`src/rtl/flst_pkg.sv`:
```
// Package: shared bit positions of the status word.
// Assumes: consumers index the status vector by these constants only.
package flst_pkg;
    localparam int STATUS_W     = 7;
    localparam int ST_ACTIVITY  = 0;
    localparam int ST_TX_NFULL  = 1;
    localparam int ST_TX_EMPTY  = 2;
    localparam int ST_RX_NEMPTY = 3;
    localparam int ST_RX_FULL   = 4;
    localparam int ST_MST_ACT   = 5;
    localparam int ST_SLV_ACT   = 6;
    localparam logic [STATUS_W-1:0] STATUS_RST = 7'h06;
endpackage

```
`src/rtl/flst_level_counter.sv`:
```
// Module: saturating occupancy counter for one FIFO.
// Does: counts single-entry pushes and pops, saturates at DEPTH and 0,
//       and forces zero on a synchronous clear.
// Assumes: push/pop are one-cycle strobes, at most one entry each per cycle.
module flst_level_counter #(
    parameter int DEPTH = 8,
    localparam int LW   = $clog2(DEPTH) + 1
) (
    input  logic          clk,
    input  logic          rst_n,
    input  logic          clear,
    input  logic          push,
    input  logic          pop,
    output logic [LW-1:0] level,
    output logic          is_full,
    output logic          is_empty
);
    localparam logic [LW-1:0] FULL_VAL = LW'(DEPTH);

    logic [LW-1:0] level_q;
    logic          do_inc;
    logic          do_dec;

    // Decide the step from the strobes and the saturation bounds.
    always_comb begin
        do_inc = push && !pop && (level_q != FULL_VAL);
        do_dec = pop && !push && (level_q != '0);
    end

    // Level register: clear wins, then one step up or down.
    always_ff @(posedge clk) begin
        if (!rst_n || clear) begin
            level_q <= '0;
        end else if (do_inc) begin
            level_q <= level_q + 1'b1;
        end else if (do_dec) begin
            level_q <= level_q - 1'b1;
        end
    end

    // Decode the boundary flags from the registered level.
    always_comb begin
        level    = level_q;
        is_full  = (level_q == FULL_VAL);
        is_empty = (level_q == '0);
    end

    AST_LVL_BOUND: assert property (@(posedge clk) disable iff (!rst_n)
        level_q <= FULL_VAL);
    AST_CLR_ZERO: assert property (@(posedge clk) disable iff (!rst_n)
        clear |=> (level_q == '0));
    AST_PAIR_HOLD: assert property (@(posedge clk) disable iff (!rst_n)
        (push && pop && !clear) |=> $stable(level_q));
    AST_STEP_UP: assert property (@(posedge clk) disable iff (!rst_n)
        (push && !pop && !clear && level_q != FULL_VAL)
        |=> (level_q == $past(level_q) + 1'b1));
    AST_STEP_DN: assert property (@(posedge clk) disable iff (!rst_n)
        (pop && !push && !clear && level_q != '0)
        |=> (level_q == $past(level_q) - 1'b1));
endmodule

```
`src/rtl/flst_activity_flag.sv`:
```
// Module: sticky activity flag for one protocol state machine.
// Does: sets while the machine is busy; clears only when the machine is
//       idle and the controller is disabled; holds otherwise.
// Assumes: idle is a synchronous level from the state machine.
module flst_activity_flag (
    input  logic clk,
    input  logic rst_n,
    input  logic enable,
    input  logic idle,
    output logic active
);
    logic act_q;

    // Flag register: busy sets, idle-and-disabled clears.
    always_ff @(posedge clk) begin
        if (!rst_n) begin
            act_q <= 1'b0;
        end else if (!idle) begin
            act_q <= 1'b1;
        end else if (!enable) begin
            act_q <= 1'b0;
        end
    end

    // Drive the output from the register.
    always_comb active = act_q;

    AST_ACT_SET: assert property (@(posedge clk) disable iff (!rst_n)
        !idle |=> act_q);
    AST_ACT_KEEP: assert property (@(posedge clk) disable iff (!rst_n)
        (act_q && enable) |=> act_q);
    AST_ACT_IDLE_STAY: assert property (@(posedge clk) disable iff (!rst_n)
        (!act_q && idle) |=> !act_q);
endmodule

```
`src/rtl/fifo_level_status.sv`:
```
// Module: FIFO level and status tracker (top).
// Does: keeps TX/RX occupancy counts and assembles the 7-bit status word.
// Assumes: enable is a level; tx_abort and slv_bulk_abort are pulses;
//          the FIFO storage itself lives elsewhere and uses these levels.
module fifo_level_status
    import flst_pkg::*;
#(
    parameter int TX_DEPTH = 8,
    parameter int RX_DEPTH = 8,
    localparam int TX_LW   = $clog2(TX_DEPTH) + 1,
    localparam int RX_LW   = $clog2(RX_DEPTH) + 1
) (
    input  logic                clk,
    input  logic                rst_n,
    input  logic                enable,
    input  logic                tx_push,
    input  logic                tx_pop,
    input  logic                rx_push,
    input  logic                rx_pop,
    input  logic                tx_abort,
    input  logic                slv_bulk_abort,
    input  logic                mst_idle,
    input  logic                slv_idle,
    output logic [TX_LW-1:0]    tx_level,
    output logic [RX_LW-1:0]    rx_level,
    output logic [STATUS_W-1:0] status
);
    logic tx_clear, rx_clear;
    logic tx_full, tx_empty, rx_full, rx_empty;
    logic mst_act, slv_act;

    // Clear sources: both counts on disable or transmit abort; TX also on bulk abort.
    always_comb begin
        tx_clear = !enable || tx_abort || slv_bulk_abort;
        rx_clear = !enable || tx_abort;
    end

    flst_level_counter #(.DEPTH(TX_DEPTH)) u_tx_cnt (
        .clk(clk), .rst_n(rst_n), .clear(tx_clear),
        .push(tx_push), .pop(tx_pop),
        .level(tx_level), .is_full(tx_full), .is_empty(tx_empty)
    );

    flst_level_counter #(.DEPTH(RX_DEPTH)) u_rx_cnt (
        .clk(clk), .rst_n(rst_n), .clear(rx_clear),
        .push(rx_push), .pop(rx_pop),
        .level(rx_level), .is_full(rx_full), .is_empty(rx_empty)
    );

    flst_activity_flag u_mst_act (
        .clk(clk), .rst_n(rst_n), .enable(enable),
        .idle(mst_idle), .active(mst_act)
    );

    flst_activity_flag u_slv_act (
        .clk(clk), .rst_n(rst_n), .enable(enable),
        .idle(slv_idle), .active(slv_act)
    );

    // Assemble the status word from the flags.
    always_comb begin
        status               = '0;
        status[ST_ACTIVITY]  = mst_act || slv_act;
        status[ST_TX_NFULL]  = !tx_full;
        status[ST_TX_EMPTY]  = tx_empty;
        status[ST_RX_NEMPTY] = !rx_empty;
        status[ST_RX_FULL]   = rx_full;
        status[ST_MST_ACT]   = mst_act;
        status[ST_SLV_ACT]   = slv_act;
    end

    AST_DIS_STATUS: assert property (@(posedge clk) disable iff (!rst_n)
        !enable |=> (status[4:1] == 4'b0011));
    AST_RX_BULK_KEEP: assert property (@(posedge clk) disable iff (!rst_n)
        (enable && !tx_abort && !rx_push && !rx_pop) |=> $stable(rx_level));
    AST_TX_EMPTY_ZERO: assert property (@(posedge clk) disable iff (!rst_n)
        status[ST_TX_EMPTY] |-> (tx_level == '0));
endmodule

```
`config.mk`:
```
export PLATFORM = sky130hd
export DESIGN_NAME = fifo_level_status
export DESIGN_NICKNAME = d
export VERILOG_FILES = /design/src/rtl/flst_pkg.sv /design/src/rtl/flst_level_counter.sv /design/src/rtl/flst_activity_flag.sv /design/src/rtl/fifo_level_status.sv
export SDC_FILE = /design/constraint.sdc
export NUM_CORES = 1
export LEC_CHECK = 0
export CORE_MARGIN = 2
export CORE_UTILIZATION = 45
export CTS_CLUSTER_DIAMETER = 50
export DETAILED_ROUTE_END_ITERATION = 16
export PLACE_DENSITY = 0.94
export SYNTH_ARGS = -nofsm -noshare
export SYNTH_HDL_FRONTEND = slang
export SYNTH_SLANG_ARGS = --single-unit
```
`constraint.sdc`:
```
create_clock -name clk -period 4.11 [get_ports clk]
set_clock_uncertainty 0.15 [all_clocks]
set_input_delay 1.0275 -clock clk [delete_from_list [all_inputs] [get_ports clk]]
set_output_delay 1.0275 -clock clk [all_outputs]
set_load 0.005 [all_outputs]
```
==> impl_metrics.json <==
{
  "cts_tree": "yes",
  "worstMarginPinSlew_ns": 0.350,
  "synth_flop_cell": "dfxtp_1",
  "drc": 0,
  "num_vias": 588,
  "cts_buffer_depth": 2,
  "p_leak_nw": 0.368,
  "clock_latency_ns": 0.27,
  "r2r_cells": 8,
  "r2r-start": "u_rx_cnt.level[0]$_SDFFE_PP0P_",
  "drive_gt1_share_pct": 12.2,
  "report.final.slew_viol_count": 0,
  "crit_type": "input pin to flip-flop",
  "synth_edf_count": 0,
  "yosysMostFrequentCell": "dfxtp_1",
  "slew_headroom_pct": 76.7,
  "finalCritPeriodShare_pct": 72.4,
  "setup_viol": 0,
  "syn_to_final_growth_pct": 40.3,
  "ios": 26,
  "fp.dieArea_sq_um": 1850,
  "synth_nets": 90,
  "drtAntennaViolNets": 0,
  "p_clk_share_pct": 36.9,
  "clkSlewWorstSetupHoldPaths_ns": 0.07,
  "nNetsFinal": 116,
  "fp.dieH_um": 43.0,
  "grt_pass1_wl_mm": 2.37,
  "syn_inst": 73,
  "syn_area_sq_um": 686,
  "place_hpwl_mm": 1.18,
  "post_cts_buffers": 0,
  "start_util_pct": 46.6,
  "postCtsResizedCells": 0,
  "clockRootBuffer": "clkbuf_4",
  "cts_num_sinks": 10,
  "rr_endpoint": "u_rx_cnt.level[3]$_SDFFE_PP0P_",
  "drtIter0Drc": 3,
  "cp-endpoint": "u_rx_cnt.level[3]$_SDFFE_PP0P_",
  "viasPerCell": 5.16,
  "slowest_delay_ns": 0.55,
  "rows": 14,
  "reg2reg_slack_ns": 1.78,
  "hold_viol": 0,
  "first_pass_iters": 2,
  "min_path_type": "flip-flop to flip-flop",
  "die_x_um": 43.0,
  "syn_avg_cell_area_sq_um": 9.39,
  "yosysSeqAreaShare_pct": 29.2,
  "worstPathMaxFanout": 4,
  "setup_tns_ns": 0,
  "power.switching_w": 0.0000588,
  "place_congestion": 0.782,
  "status": "finished, final reports clean",
  "h-tree-depth": 1,
  "grt_max_degree": 7,
  "yosysWarningCount": 0,
  "core-area_sq_um": 1470,
  "synthTopCellsByArea": "dfxtp_1 (29%), xnor2_1 (8.9%), ha_1 (7.3%)",
  "grt_overflow": 0,
  "rsz0062_at_grt": "no",
  "place_area_sq_um": 926,
  "cp-startpoint": "rx_push",
  "p_int_w": 0.000184,
  "grt_usage_pct": 17.4,
  "routedWlPerCell_um": 12.4,
  "ys_ff_latch": 10,
  "yosys.area.top_type": "dfxtp_1",
  "cp-end-kind": "flip-flop",
  "slowest_stage": "clkdlybuf4s50_1",
  "yosys-top-cells-count": "dfxtp_1 (10), nor2_1 (8), nand2_1 (7), xnor2_1 (7), a21oi_1 (6)",
  "cts_buffers": 3,
  "synthDistinctLibCells": 23,
  "cp.arrival_ns": 3.04,
  "start_kind": "input pin",
  "fmax_mhz": 336,
  "seqPwrFrac_pct": 42.2,
  "netSwitchingFraction_pct": 24.2,
  "crit_chain": "clkdlybuf4s50_1, nand2b_1, or2_2, ha_1, a21o_1, a21oi_1, mux4_2, nor2_1",
  "powerDensity_nw_per_um2": 253,
  "wl_mm": 1.41,
  "min_period_ns": 2.98,
  "cp.required_ns": 4.17,
  "ir_worst_vdd_mv": 0.190,
  "synth_top_area_share_pct": 29.2,
  "combPwrFrac_pct": 20.9,
  "io_buffers": 25,
  "synth-async-reset-ratio_pct": 0,
  "finalInstanceArea_sq_um": 962,
  "num_antenna_cells": 0,
  "antenna_found_initial": 0,
  "hold_buffers": 0,
  "grt_pass1_vias": 628,
  "maxCapViolations": 0
}
[registers in the layout, summed over array words and instances (netlist names)]
| register | count |
|---|---|
| u_mst_act.active | 1 |
| u_rx_cnt.level | 4 |
| u_slv_act.active | 1 |
| u_tx_cnt.level | 4 |
[power by group through the flow]
| stage | Clock, W | Combinational, W | Sequential (W) |
|---|---|---|---|
| after global placement | 0 | 0.0000489 | 0.000105 |
| after CTS | 0.0000924 | 0.0000513 | 0.000103 |
| after detailed placement | 0 | 0.0000511 | 0.000105 |
| final | 0.0000897 | 0.0000507 | 0.000103 |
| after global routing | 0.0000952 | 0.0000553 | 0.000103 |
| after floorplan | 0 | 0.0000284 | 0.000104 |
[layer usage]
metal	part of all wire, %	global-route usage (%)
met1	40	17.0
met2	54	32.4
met4	0.92	10.3
met3	5.5	4.26
met5	0	0
[worst max-delay path, delay by kind of cell]
kind	cells	cell delay, ns
AO/OA/AOI/OAI	2	0.34
adder cells (fa/ha/maj)	1	0.28
buffers and inverters	1	0.55
multiplexers	1	0.31
AND/OR/NAND/NOR	3	0.53
[cell families (layout without fill, tap and decap cells)]
| kind of cell | Yosys count | in the layout | synth area share (%) |
|---|---|---|---|
| simple gates | 31 | 31 | 25.6 |
| compound gates | 12 | 12 | 10.9 |
| flops | 10 | 10 | 29.2 |
| xor+xnor | 8 | 8 | 10.2 |
| fa+ha+maj | 6 | 6 | 13.1 |
| buf+inv | 4 | 29 | 4.38 |
| mux | 2 | 2 | 6.57 |
[placed cells by master, fill, tap and decap left out]
master           Yosys  final
and2b_2              1      1
nor3_4               1      1
clkdlybuf4s50_1      0     25
clkbuf_8             0      1
nor2_1               8      8
nand2_1              7      7
ha_1                 4      4
xor2_1               1      1
and2_1               1      1
xnor2_1              7      7
fa_1                 2      2
a21boi_0             2      2
nor4_1               1      1
nand3b_1             1      1
a21o_1               2      2
dfxtp_1             10     10
nor3_2               1      1
nor2b_1              1      1
or2_2                3      3
a211oi_1             2      2
nand2b_1             5      5
clkbuf_4             0      3
or2b_1               1      1
mux4_2               2      2
a21oi_1              6      6
[through the flow]
| stage | hold slack (ns) | setup slack, ns | utilization, % | cells | total power [W] |
|---|---|---|---|---|---|
| global placement | 0.315 | 0.944 | 62.9 | 110 | 0.000154 |
| CTS | 0.341 | 1.12 | 65.4 | 114 | 0.000246 |
| finish | 0.334 | 1.13 | 65.4 | 114 | 0.000243 |
| detailed placement | 0.335 | 0.838 | 62.9 | 110 | 0.000156 |
| global route | 0.363 | 1.03 | 65.4 | 114 | 0.000253 |
| floorplan | 0.302 | 1.48 | - | 73 | 0.000133 |
[worst min-delay path by stage]
stage / from / endpoint / cells past startpoint
floorplan: u_mst_act.active$_SDFFE_PN0P_ / u_mst_act.active$_SDFFE_PN0P_ / 2
global placement: u_mst_act.active$_SDFFE_PN0P_ / u_mst_act.active$_SDFFE_PN0P_ / 2
detailed placement: u_mst_act.active$_SDFFE_PN0P_ / u_mst_act.active$_SDFFE_PN0P_ / 2
CTS: u_mst_act.active$_SDFFE_PN0P_ / u_mst_act.active$_SDFFE_PN0P_ / 2
global route: u_mst_act.active$_SDFFE_PN0P_ / u_mst_act.active$_SDFFE_PN0P_ / 2
finish: u_mst_act.active$_SDFFE_PN0P_ / u_mst_act.active$_SDFFE_PN0P_ / 2
[cell type report]
class | count | area (sq um)
Timing Repair Buffer | 25 | 250
Sequential cell | 10 | 200
Tap cell | 16 | 20.0
Multi-Input combinational cell | 59 | 455
Clock buffer | 4 | 36.3
Fill cell | 135 | 509
(Power assumes the default switching activity.)
